--- src/rtl/swz_pkg.sv ---
package swz_pkg;

  typedef enum logic [1:0] {
    EL_B8  = 2'd0,
    EL_B16 = 2'd1,
    EL_B32 = 2'd2,
    EL_BAD = 2'd3
  } el_e;

  typedef enum logic [1:0] {
    ST_IDLE = 2'd0,
    ST_RUN  = 2'd1,
    ST_FIN  = 2'd2
  } st_e;

  function automatic logic [2:0] el_bytes(el_e t);
    case (t)
      EL_B8:   return 3'd1;
      EL_B16:  return 3'd2;
      EL_B32:  return 3'd4;
      default: return 3'd0;
    endcase
  endfunction

  function automatic logic [31:0] el_mask(el_e t);
    case (t)
      EL_B8:   return 32'h0000_00FF;
      EL_B16:  return 32'h0000_FFFF;
      EL_B32:  return 32'hFFFF_FFFF;
      default: return 32'h0;
    endcase
  endfunction

  // byte address = register base * 8 + element index * element bytes
  function automatic logic [31:0] elem_addr(logic [31:0] base, logic [31:0] idx, el_e t);
    return (base << 3) + idx * {29'd0, el_bytes(t)};
  endfunction

endpackage

--- src/rtl/swz_cfg_check.sv ---
module swz_cfg_check #(
  parameter int MAXSUB = 4,
  parameter int MAXVL  = 64,
  parameter int SUB_W  = 3,
  parameter int SEL_W  = 2,
  parameter int VL_W   = 7
) (
  input  logic [VL_W-1:0]         vl,
  input  logic [SUB_W-1:0]        src_len,
  input  logic [SUB_W-1:0]        dst_len,
  input  logic [1:0]              el_type,
  input  logic [MAXSUB*SEL_W-1:0] sel,
  output logic                    bad
);
  logic [MAXSUB-1:0] lane_bad;

  for (genvar j = 0; j < MAXSUB; j++) begin : g_lane
    logic [SEL_W-1:0] s;
    assign s = sel[j*SEL_W +: SEL_W];
    assign lane_bad[j] = (SUB_W'(j) < dst_len) && (SUB_W'(s) >= src_len);
  end

  logic len_bad;
  assign len_bad = (src_len == '0) || (dst_len == '0) ||
                   (src_len > SUB_W'(MAXSUB)) || (dst_len > SUB_W'(MAXSUB));

  assign bad = (|lane_bad) || len_bad || (el_type == 2'd3) || (vl > VL_W'(MAXVL));
endmodule

--- src/rtl/swz_walker.sv ---
module swz_walker #(
  parameter int VL_W  = 7,
  parameter int SUB_W = 3,
  parameter int IDX_W = 8
) (
  input  logic             clk,
  input  logic             rst_n,
  input  logic             load,
  input  logic             step,
  input  logic [VL_W-1:0]  vl,
  input  logic [SUB_W-1:0] src_len,
  input  logic [SUB_W-1:0] dst_len,
  output logic [SUB_W-1:0] lane,
  output logic [IDX_W-1:0] src_grp_base,
  output logic [IDX_W-1:0] dst_idx,
  output logic             last
);
  logic [VL_W-1:0] grp;
  logic            lane_end;

  assign lane_end = (lane == dst_len - SUB_W'(1));
  assign last     = lane_end && (grp == vl - VL_W'(1));

  always_ff @(posedge clk or negedge rst_n) begin
    if (!rst_n) begin
      grp <= '0; lane <= '0; src_grp_base <= '0; dst_idx <= '0;
    end else if (load) begin
      grp <= '0; lane <= '0; src_grp_base <= '0; dst_idx <= '0;
    end else if (step) begin
      dst_idx <= dst_idx + IDX_W'(1);
      if (lane_end) begin
        lane         <= '0;
        grp          <= grp + VL_W'(1);
        src_grp_base <= src_grp_base + IDX_W'(src_len);
      end else begin
        lane <= lane + SUB_W'(1);
      end
    end
  end
endmodule

--- src/rtl/swz_engine.sv ---
module swz_engine #(
  parameter int NREG   = 128,
  parameter int MAXVL  = 64,
  parameter int MAXSUB = 4,
  parameter int EW     = 32,
  localparam int VL_W   = $clog2(MAXVL + 1),
  localparam int SUB_W  = $clog2(MAXSUB + 1),
  localparam int SEL_W  = $clog2(MAXSUB),
  localparam int RB_W   = $clog2(NREG),
  localparam int ADDR_W = $clog2(NREG * 8)
) (
  input  logic                    clk,
  input  logic                    rst_n,
  input  logic                    start,
  input  logic [VL_W-1:0]         vl,
  input  logic [SUB_W-1:0]        src_len,
  input  logic [SUB_W-1:0]        dst_len,
  input  logic [1:0]              el_type,
  input  logic [MAXSUB*SEL_W-1:0] sel,
  input  logic [RB_W-1:0]         src_reg,
  input  logic [RB_W-1:0]         dst_reg,
  output logic                    busy,
  output logic                    done,
  output logic                    illegal,
  output logic                    rf_ren,
  output logic [ADDR_W-1:0]       rf_raddr,
  input  logic [EW-1:0]           rf_rdata,
  output logic                    rf_wen,
  output logic [ADDR_W-1:0]       rf_waddr,
  output logic [1:0]              rf_wsize,
  output logic [EW-1:0]           rf_wdata
);
  import swz_pkg::*;

  localparam int IDX_W = $clog2(MAXVL * MAXSUB);

  st_e                    state;
  logic [VL_W-1:0]        vl_q;
  logic [SUB_W-1:0]       src_len_q, dst_len_q;
  el_e                    el_q;
  logic [MAXSUB*SEL_W-1:0] sel_q;
  logic [RB_W-1:0]        src_reg_q, dst_reg_q;
  logic                   ill_q;

  // named internal events for the checker
  logic accept, cfg_bad, walk_step, walk_last;
  logic [SUB_W-1:0] lane;
  logic [IDX_W-1:0] src_grp_base, dst_idx, src_idx;

  assign accept    = start && (state == ST_IDLE);
  assign walk_step = (state == ST_RUN);

  swz_cfg_check #(.MAXSUB(MAXSUB), .MAXVL(MAXVL), .SUB_W(SUB_W), .SEL_W(SEL_W), .VL_W(VL_W))
    u_cfg (.vl(vl), .src_len(src_len), .dst_len(dst_len), .el_type(el_type), .sel(sel), .bad(cfg_bad));

  swz_walker #(.VL_W(VL_W), .SUB_W(SUB_W), .IDX_W(IDX_W))
    u_walk (.clk(clk), .rst_n(rst_n), .load(accept), .step(walk_step),
            .vl(vl_q), .src_len(src_len_q), .dst_len(dst_len_q),
            .lane(lane), .src_grp_base(src_grp_base), .dst_idx(dst_idx), .last(walk_last));

  logic [SEL_W-1:0] sel_arr [MAXSUB];
  for (genvar j = 0; j < MAXSUB; j++) begin : g_sel
    assign sel_arr[j] = sel_q[j*SEL_W +: SEL_W];
  end

  assign src_idx = src_grp_base + IDX_W'(sel_arr[lane[SEL_W-1:0]]);

  always_ff @(posedge clk or negedge rst_n) begin
    if (!rst_n) begin
      state <= ST_IDLE;
      vl_q <= '0; src_len_q <= '0; dst_len_q <= '0; el_q <= EL_B8;
      sel_q <= '0; src_reg_q <= '0; dst_reg_q <= '0; ill_q <= 1'b0;
    end else begin
      case (state)
        ST_IDLE: if (accept) begin
          vl_q <= vl; src_len_q <= src_len; dst_len_q <= dst_len;
          el_q <= el_e'(el_type); sel_q <= sel;
          src_reg_q <= src_reg; dst_reg_q <= dst_reg;
          ill_q <= cfg_bad;
          state <= (cfg_bad || vl == '0) ? ST_FIN : ST_RUN;
        end
        ST_RUN:  if (walk_last) state <= ST_FIN;
        ST_FIN:  state <= ST_IDLE;
        default: state <= ST_IDLE;
      endcase
    end
  end

  assign busy    = (state == ST_RUN);
  assign done    = (state == ST_FIN);
  assign illegal = done && ill_q;

  assign rf_ren   = walk_step;
  assign rf_wen   = walk_step;
  assign rf_raddr = ADDR_W'(elem_addr(32'(src_reg_q), 32'(src_idx), el_q));
  assign rf_waddr = ADDR_W'(elem_addr(32'(dst_reg_q), 32'(dst_idx), el_q));
  assign rf_wsize = el_q;
  assign rf_wdata = rf_rdata & EW'(el_mask(el_q));
endmodule

--- config.mk ---
export PLATFORM = sky130hd
export DESIGN_NAME = swz_engine
export DESIGN_NICKNAME = d
export VERILOG_FILES = /design/src/rtl/swz_pkg.sv /design/src/rtl/swz_cfg_check.sv /design/src/rtl/swz_walker.sv /design/src/rtl/swz_engine.sv
export SDC_FILE = /design/constraint.sdc
export NUM_CORES = 1
export LEC_CHECK = 0
export ABC_AREA = 1
export BUFFER_PORTS_ARGS = -buffer_cell sky130_fd_sc_hd__buf_2
export CAP_MARGIN = 15
export CORE_ASPECT_RATIO = 1.4
export CORE_UTILIZATION = 45
export CTS_CLUSTER_SIZE = 20
export DETAILED_ROUTE_END_ITERATION = 8
export PLACE_DENSITY_LB_ADDON = 0.12
export SLEW_MARGIN = 20
export SYNTH_ARGS = -nofsm -noshare
export SYNTH_HDL_FRONTEND = slang
export SYNTH_SLANG_ARGS = --single-unit
--- constraint.sdc ---
create_clock -name clk -period 12.6 [get_ports clk]
set_clock_uncertainty 0.1 [all_clocks]
set_input_delay 1.89 -clock clk [delete_from_list [all_inputs] [get_ports clk]]
set_output_delay 1.89 -clock clk [all_outputs]
set_load 0.005 [all_outputs]
# [Word level (Yosys, flattened, before mapping)]
# Index checks and enable logic that the tools add are counted.
[op_classes] n_addsub=9 multipliers=2 magnitude_cmp=12 n_eq_ne=9 n_mux=20 n_bitwise=2 n_reduce_logical=25
[ops] cell="32-bit one-hot mux with 3 select lines" count=1
[ops] cell="8-bit 2-to-1 mux" count=5
[ops] cell="32-bit AND" count=1
[ops] cell="7-bit 2-to-1 mux" count=3
[ops] cell="10-bit adder" count=2
[ops] cell="8-bit by 3-bit multiplier with 10-bit output" count=2
[ops] cell="2-bit by 3-bit >= comparator with 1-bit output" count=4
[ops] cell="2-bit 2-to-1 mux" count=5
[ops] cell="3-bit 2-to-1 mux" count=3
[ops] cell="3-bit one-hot mux with 3 select lines" count=1
[ops] cell="8-bit by 1-bit adder with 8-bit output (second input constant)" count=1
[ops] cell="8-bit by 2-bit adder with 8-bit output" count=1
[ops] cell="8-bit by 3-bit adder with 8-bit output" count=1
[ops] cell="7-bit by 1-bit adder with 7-bit output (second input constant)" count=1
[ops] cell="7-bit equality test" count=1
[ops] cell="7-bit > comparator (second input constant)" count=1
[ops] cell="1-bit logical AND" count=7
[ops] cell="7-bit logical NOT" count=1
[ops] cell="1-bit logical OR" count=7
[ops] cell="7-bit by 1-bit subtractor with 7-bit output (second input constant)" count=1
[ops] cell="2-bit equality test (second input constant)" count=3
[ops] cell="3-bit > comparator (second input constant)" count=2
[ops] cell="3-bit logical NOT" count=2
[ops] cell="1-bit by 3-bit < comparator with 1-bit output (first input constant)" count=2
[ops] cell="15 further kinds" count=21
[word_totals] ff_bits=66 output_inout_bits=59

# [Longest topological paths before layout]
# Gate-level depths: netlist (run 1).
[depth] ltp_word=11 mapped_depth=24 mapped_depth_nobuf=24

# [By module]
# Synthesis (run 1) repeated with hierarchy kept, for this count alone.
[hier_totals] hier_cells=820 hier_area_um2=5823.1
[modules_own_cells] mod="swz_engine" instances=1 cells_per_inst=503 area_per_inst_um2=3648.5
[modules_own_cells] mod="swz_walker" instances=1 cells_per_inst=256 area_per_inst_um2=1853.0
[modules_own_cells] mod="swz_cfg_check" instances=1 cells_per_inst=61 area_per_inst_um2=321.6

# [Worst setup path after synthesis (run 1)]
# No wires, ideal clock.
[synth_timing] path_type="register to output" startpoint="reg u_walk.lane[0]" endpoint="out rf_raddr[9]" arrival_ps=3951 required_ps=10610 path_slack_ps=6659 stages_incl_launch_ff=23 path_buffers=0 cell_sequence="dfrtp_1 inv_2 o21ai_0 o22ai_1 ha_1 fa_1 nand2_1 inv_1 nand2_1 nor2_1 xor2_1 or2_2 fa_1 inv_1 fa_1 ha_1 nand2_1 o21ai_0 nand2_1 nand2_1 a21oi_1 nand3b_1 nand2_1"
[synth_via] elab_chain_cells=7
[synth_lines] element="from (decl)" line_no="swz_walker.sv:13" source="output logic [SUB_W-1:0] lane,"
[synth_lines] element="from (signal assigned)" line_no="swz_walker.sv:36" source="lane <= lane + SUB_W'(1);"
[synth_lines] element="2-bit NOT with 3-bit output (not written as such)" line_no="swz_engine.sv:66" source="assign src_idx = src_grp_base + IDX_W'(sel_arr[lane[SEL_W-1:0]]);"
[synth_lines] element="2-bit binary-select mux with 2-bit select" line_no="swz_engine.sv:66"
[synth_lines] element="2-bit 2-to-1 mux (not written as such) (2 in series)" line_no="swz_engine.sv:66"
[synth_lines] element="8-bit by 2-bit adder with 8-bit output" line_no="swz_engine.sv:66"
[synth_lines] element="8-bit by 3-bit multiplier with 10-bit output" line_no="swz_pkg.sv:36" source="return (base << 3) + idx * {29'd0, el_bytes(t)};"
[synth_lines] element="10-bit adder" line_no="swz_pkg.sv:36"
[synth_lines] element="to (decl)" line_no="swz_engine.sv:26" source="output logic [ADDR_W-1:0] rf_raddr,"
# No other way between the ends. The select of a mux whose other input is x is not followed.

# [Worst setup path after layout (run 1)]
# Same ends and word-level chain as after synthesis.

==> metrics.txt, run 1 <==
outcome completed; Post-DP Area 6316 µm²; max-slew violations 0; I/O pins 131; largest net degree at the start of global routing 67; drt pass-1 iters 7; PortBufs 130; xor/xnor share of the synthesized area 3.911%; Worst EP required 10.61 ns; Layout area overhead 18.01%; Vias/cell 4.879; tightest hold margin 0.3831 ns; Root Buffer Master clkbuf_16; HP Class flip-flop to flip-flop; Synth Register Bits 66; commonest cells after routing, fill and taps aside nand2_1, inv_1, buf_2; simple-gate portion of the synthesized area 25.68%; sequential-to-total area share from yosys stat 29.50%; Design Area, Final 6608 µm²; Hold Violations, Final 0; die width 96.28 µm; largest family of logic cells by synthesized area simple AND/OR/NAND/NOR gates; worst hold stages 2; CTS Buf Count 9; total negative setup slack 0 ns; post_cts resized 0; Least-Margin Pin Slew 1.036 ns; Synth Area in Adders 18.95%; # fillers 1157; Unique masters post-synth 41; Critical Path Source Type flip-flop; Critical Path AT 4.82 ns; commonest non-fill, non-tap cell in the layout nand2_1; Max clock buf depth 2; post-synth net total 910; Setup Viol. Count Final 0; Post-CTS Setup Bufs 0; Hold Path Origin sel_q[2]; Final #Nets 1031; Cells after Synth 770; mapped cell area 5599 µm²; WHS Endpoint sel_q[2]; CP max FO 9; WS Path Type flip-flop to output pin; utilization after layout 55.08%; global placement routability congestion 0.8024; # rows 47; Post-synth EDFFs 0; Post-DP HPWL 9977 µm; Pwr per Cell Area 130.1 nW/µm²; first-pass GRT wire length 21950 µm; Tot GR Track Use 21.97%; ANT nets after route 0; Congestion Overflow GR 0; DRC viols 0; worst r2r dst u_walk.lane[2]; Mapped Avg Cell Area 7.272 µm²; WL per Instance 12.61 µm; die area 12900 µm²; Clock Sinks 66; final wirelength 13150 µm; Iteration-0 DRC Markers 193; Vias 5089; Worst Setup SP u_walk.lane[0]; Tmin final 6.813 ns; Tcrit/Tclk final 54.07%; slew margin rel. 30.90%; unrepaired setup endpoints after global routing false; CTS tree built; RR Startpoint state[1]; Synth warnings 0; mux share of post-synthesis cell area 0.2011%; number of inserted diodes 0; clk slew on worst S/H paths 0.05 ns; initial antenna violation count 0; starting density of the core 46.67%; Leak Pwr 3.939 nW; r2r setup slk 9.95 ns; fmax 0.1468 GHz; Synth async-reset ratio 100.0%; hold_buf cts 0; core area 12000 µm²; CP Capture Type output pin; number of global-route vias before repair 4965; Die Height 134.0 µm; clk_lat worst skew 0.33 ns; post-synthesis compound-gate area fraction 8.291%; Max Cap Violations 0; share of layout cells above drive strength 1 18.97%; htree depth 3; Worst VDD drop 0.08388 mV; cells on worst reg2reg path 8; main flop type after synthesis dfrtp_1
synthesized netlist by cell type, drive strengths merged, types with 5 or more instances:
cell type  instances  area share [%]
a21oi             15             1.3
buf               12             1.5
clkbuf             9            0.78
dfrtp             66              29
fa                28              10
ha                40             8.9
inv              167              11
nand2            231              16
nand3             28             2.7
nand3b             5            0.67
nand4              7             1.0
nor2              61             4.5
o21ai             52             4.8
o22ai              6            0.67
o31ai              5            0.67
xnor2             10             1.6
xor2              15             2.3
worst max-delay path, stage by stage (launching register included):
cell      delay, ns
dfrtp_1        0.49
inv_2          0.10
o21ai_0        0.16
o22ai_1        0.13
ha_1           0.23
fa_1           0.41
nand2_1        0.11
inv_1          0.05
nand2_1        0.07
nor2_1         0.05
xor2_1         0.15
or2_2          0.29
fa_1           0.48
inv_1          0.06
fa_1           0.48
ha_1           0.36
a21oi_1        0.17
o21ai_0        0.14
nand2_1        0.08
nand2_1        0.05
a21oi_1        0.15
nand3b_1       0.13
nand2_1        0.05
buf_2          0.12
sequential cells by signal, summed over array words and instances, names as in the netlist:
| name | count |
|---|---|
| sel_q | 8 |
| u_walk.src_grp_base | 8 |
| ill_q | 1 |
| state | 2 |
| dst_reg_q | 7 |
| u_walk.lane | 3 |
| vl_q | 7 |
| u_walk.grp | 7 |
| src_len_q | 3 |
| u_walk.dst_idx | 8 |
| rf_wsize | 2 |
| dst_len_q | 3 |
| src_reg_q | 7 |
final cells by class:
type                    count  area [µm²]  share of cell area [%]
clock buffers              12       266.5                   4.033
clock inverters             4       25.02                  0.3787
inverters                 167       629.4                   9.525
multi-input cells         516        3193                   48.32
flip-flops and latches     66        1652                   25.00
well taps                 147       183.9                   2.784
repair buffers            131       658.1                   9.960
worst max path at each step:
stage	cells past startpoint	to
3_3_place_gp	23	rf_raddr[9]
4_1_cts	23	rf_raddr[9]
5_1_grt	23	rf_raddr[9]
3_5_place_dp	24	rf_raddr[9]
2_1_floorplan	22	rf_raddr[9]
6_report	23	rf_raddr[9]
stage by stage:
step	power (mW)	worst slack, ns	cells
6_report	0.8599	5.787	1043
5_1_grt	0.9393	5.449	1043
4_1_cts	0.8699	5.818	1043
3_5_place_dp	0.6228	6.205	1027
3_3_place_gp	0.6117	6.318	1027
2_1_floorplan	0.5055	6.659	770
kinds of logic (layout without fill, tap and decap cells):
logic type | after synthesis | after routing
buf+inv | 188 | 314
xor+xnor | 25 | 25
mux | 1 | 1
compound gates | 84 | 84
flops | 66 | 66
simple gates | 338 | 338
fa+ha+maj | 68 | 68
routing by layer:
metal	GRT usage (%)	wire, µm	vias to the layer above
met5	0	0	-
met4	7.463	291	0
met3	4.422	597	18
met2	40.11	6817	141
met1	24.79	5442	2364
li1	-	-	2566
report_power, final:
group          switching [mW]  internal [mW]
clock                  0.0952          0.149
combinational           0.200          0.134
sequential             0.0346          0.248
Note: power is estimated with default switching activity, not from simulation.
==> run 2: changes to the inputs <==
--- a/config.mk
+++ b/config.mk
@@ -5,7 +5,7 @@
 export SDC_FILE = /design/constraint.sdc
 export NUM_CORES = 1
 export LEC_CHECK = 0
-export ABC_AREA = 1
+export ABC_AREA = 0
 export BUFFER_PORTS_ARGS = -buffer_cell sky130_fd_sc_hd__buf_2
 export CAP_MARGIN = 15
 export CORE_ASPECT_RATIO = 1.4
==> constraint.sdc (replaced) <==
create_clock -name clk -period 6.1 [get_ports clk]
set_clock_uncertainty 0.1 [all_clocks]
set_input_delay 0.915 -clock clk [delete_from_list [all_inputs] [get_ports clk]]
set_output_delay 0.915 -clock clk [all_outputs]
set_load 0.005 [all_outputs]
==> run 2 against run 1 <==
  * Sequential cell count unchanged
  * Critical path depth shrank 4
  * Worst setup slack worse by 5.5 ns
  * Cell count fell by 18%
  * Non-clock buffer count rose by 5
  * Hold slack worse by 0.0051 ns
  * Sequential share of layout area rose by 1.3 points
  * Combinational power up 130%
  * First-iteration DRC count decreased by 14%
  * Sequential power increased by 110%
  * Design area down 4.8%
  * Critical endpoint unchanged
==> metrics.txt, run 2 <==
clk_lat worst skew 0.33 ns (about the same); Regs by FF count sel_q: 8 flops, u_walk.dst_idx: 8 flops, u_walk.src_grp_base: 8 flops; FF+latch area 1653 µm² (about the same); Post-synth EDFFs 0 (unchanged); WS Path Type flip-flop to output pin; Post-DP HPWL 8826 µm (-12%); Vias/cell 4.953 (+1.5%); sequential-to-total area share from yosys stat 31.82% (+2.3 points); WL per Instance 13.42 µm (+6.4%); worst r2r dst u_walk.src_grp_base[5]; Vias 4260 (-16%); main flop type after synthesis dfrtp_1; number of global-route vias before repair 4250 (-14%); die area 11970 µm² (-7.2%); Least-Margin Pin Slew 0.9515 ns (-0.08492 ns); commonest cells after routing, fill and taps aside buf_2, nand2_1, dfrtp_1; Root Buffer Master clkbuf_16; r2r setup slk 3.84 ns (-6.11 ns); largest area contributor in the synthesized netlist dfrtp_1; Gate power share 40.4% (+1.6 points); clock group share of total power 27.9% (-0.5 points); Tmin final 5.839 ns; CTS Buf Count 9 (unchanged); HP Class flip-flop to flip-flop; I/O pins 131 (unchanged); htree depth 3 (unchanged); CTS tree built; Max clock buf depth 2 (unchanged); final wirelength 11540 µm (-12%); die width 92.77 µm (-3.6%); clk slew on worst S/H paths 0.05 ns (about the same); Pwr per Cell Area 304.1 nW/µm² (+130%); Hold Path Origin ill_q; # rows 46 (-2.1%); Switching Share 35.57% (-2.8 points); Design Area, Final 6291 µm² (-4.8%); top-count cell post-synth nand2_1; number of inserted diodes 0 (unchanged); Critical Path AT 4.82 ns (about the same); ANT nets after route 0 (unchanged); leading post-synthesis cells by cell area dfrtp_1, fa_1, ha_1, nand2_1, xnor2_1; post-synth net total 728 (-20%); RR Startpoint state[1]; Post-DP Area 5952 µm² (-5.8%); Hold Violations, Final 0 (unchanged); Mapped Avg Cell Area 8.826 µm² (+21%); multi-input combinational cell area 3232 µm² (+1.2%); Congestion Overflow GR 0 (unchanged); Clock Sinks 66 (unchanged); Non-Filler Instances 860 (-18%); Seq pwr share 31.7% (-1.1 points); slew margin rel. 36.57% (+5.7 points); max-slew violations 0 (unchanged); starting density of the core 46.01% (-0.67 points); share of layout cells above drive strength 1 22.49% (+3.5 points); core area 11280 µm² (-6.0%); Final #Nets 852 (-17%); first-pass GRT wire length 19020 µm (-13%); top post-synthesis cells by count nand2_1, dfrtp_1, inv_1, and2_1, ha_1; Tot GR Track Use 20.17% (-1.8 points); Placed Cells 842 (-18%); Worst VDD drop 0.1998 mV (+140%); fmax 0.1713 GHz; CP max FO 5 (-4); Synth Register Bits 66 (unchanged); tightest hold margin 0.3780 ns (-0.005106 ns); worst hold stages 1 (-1); Layout area overhead 21.21%; cells on worst reg2reg path 7 (-1); commonest non-fill, non-tap cell in the layout buf_2; Critical Path Source Type flip-flop; Unique masters post-synth 45 (+9.8%); Iteration-0 DRC Markers 166 (-14%); outcome completed; Tot Pwr 1.913 mW (+120%); Switch Pwr 680.6 µW (+110%); Worst EP required 5.08 ns (-5.53 ns); drt pass-1 iters 4 (-3); global placement routability congestion 0.8102 (+0.97%); # fillers 1098 (-5.1%); initial antenna violation count 0 (unchanged); Max Cap Violations 0 (unchanged); Cells after Synth 588 (-24%); DRC viols 0 (unchanged); Synth async-reset ratio 100.0% (unchanged); cell-internal power 1.233 mW (+130%); Die Height 129.1 µm (-3.7%); Leak Pwr 3.302 nW (-16%); Tcrit/Tclk final 95.72%; WHS Endpoint ill_q; largest net degree at the start of global routing 67 (unchanged); post-synth top area share 31.82% (+2.3 points); PortBufs 130 (unchanged); mapped cell area 5190 µm² (-7.3%); Setup Viol. Count Final 0 (unchanged); CP Capture Type output pin; Synth warnings 0 (unchanged)
[run 2: changes by cell type in the layout (fill, tap and decap cells not counted), moves of 11 or more]
cell and change:
and2_1 +40, nor2_1 -40, xnor2_1 +20, nor2b_1 +25
nand3_1 -11, inv_1 -105, nand2_1 -110
[run 2: power by group through the flow]
| stage | sequential [mW] | combinational (mW) | clock [mW] |
|---|---|---|---|
| final | 0.606 | 0.774 | 0.533 |
| after detailed placement | 0.615 | 0.776 | 0 |
| after global routing | 0.621 | 0.901 | 0.562 |
| after global placement | 0.610 | 0.748 | 0 |
| after CTS | 0.608 | 0.781 | 0.544 |
| after floorplan | 0.585 | 0.532 | 0 |
[run 2: cells by family after synthesis]
| family | Yosys count | share of synthesized area (%) |
|---|---|---|
| buffers and inverters | 83 | 6.219 |
| muxes | 3 | 1.205 |
| xor gates and xnor gates | 46 | 8.173 |
| and+or+nand+nor | 250 | 23.70 |
| adders and majority gates | 68 | 20.44 |
| AOI/OAI and AO/OA | 72 | 8.438 |
| DFF | 66 | 31.82 |
[run 2: layer usage]
layer / global-route usage (%) / part of all wire, %
met3: 3.697 / 4.0
met2: 38.11 / 55
met5: 0 / 0
met1: 23.06 / 40
met4: 5.520 / 0.98
[run 2: worst max path at each step]
stage	slack, ns	to	depth (start not counted)	start
floorplan	0.78	rf_raddr[9]	18	u_walk.lane[0]
global placement	0.43	rf_raddr[9]	19	u_walk.lane[0]
detailed placement	0.28	rf_raddr[9]	19	u_walk.lane[0]
CTS	0.04	rf_raddr[9]	19	u_walk.lane[0]
global route	-0.01	rf_raddr[9]	20	u_walk.lane[0]
finish	0.26	rf_raddr[9]	19	u_walk.lane[0]
[run 2: worst max-delay path, cell delays in order, from the launching register on]
cell      delay (ns)
dfrtp_2         0.41
mux4_1          0.59
ha_1            0.23
fa_2            0.37
xor2_1          0.17
and2_1          0.19
fa_1            0.51
inv_1           0.06
fa_1            0.46
inv_1           0.07
ha_1            0.16
inv_1           0.06
fa_1            0.39
nor2b_1         0.12
o21ai_1         0.09
a21boi_1        0.17
o21ai_0         0.11
nand2b_1        0.09
xnor2_1         0.11
buf_2           0.13
[run 2: timing repair]
action | 4_1_cts | 5_1_grt
setup endpoints to repair | 1 | 2
pin swaps | 0 | 1
hold buffers | 0 | 0
buffers inserted | 0 | 3
resized for setup | 2 | 3
[run 2: metrics by stage]
stage | util (%) | setup WS, ns | setup TNS [ns]
after detailed placement | 52.76 | 0.2753 | 0
after floorplan | - | 0.7811 | 0
after global placement | 52.76 | 0.4348 | 0
final | 55.77 | 0.2612 | 0
after global routing | 55.77 | -0.01381 | -0.01381
after CTS | 55.48 | 0.04075 | 0
[run 2: final cells by class]
cell class	instances	share of cell area [%]
repair buffers	136	11.06
clock buffers	13	4.296
multi-input cells	439	51.37
clock inverters	2	0.5569
flip-flops and latches	66	26.27
well taps	144	2.864
inverters	60	3.580
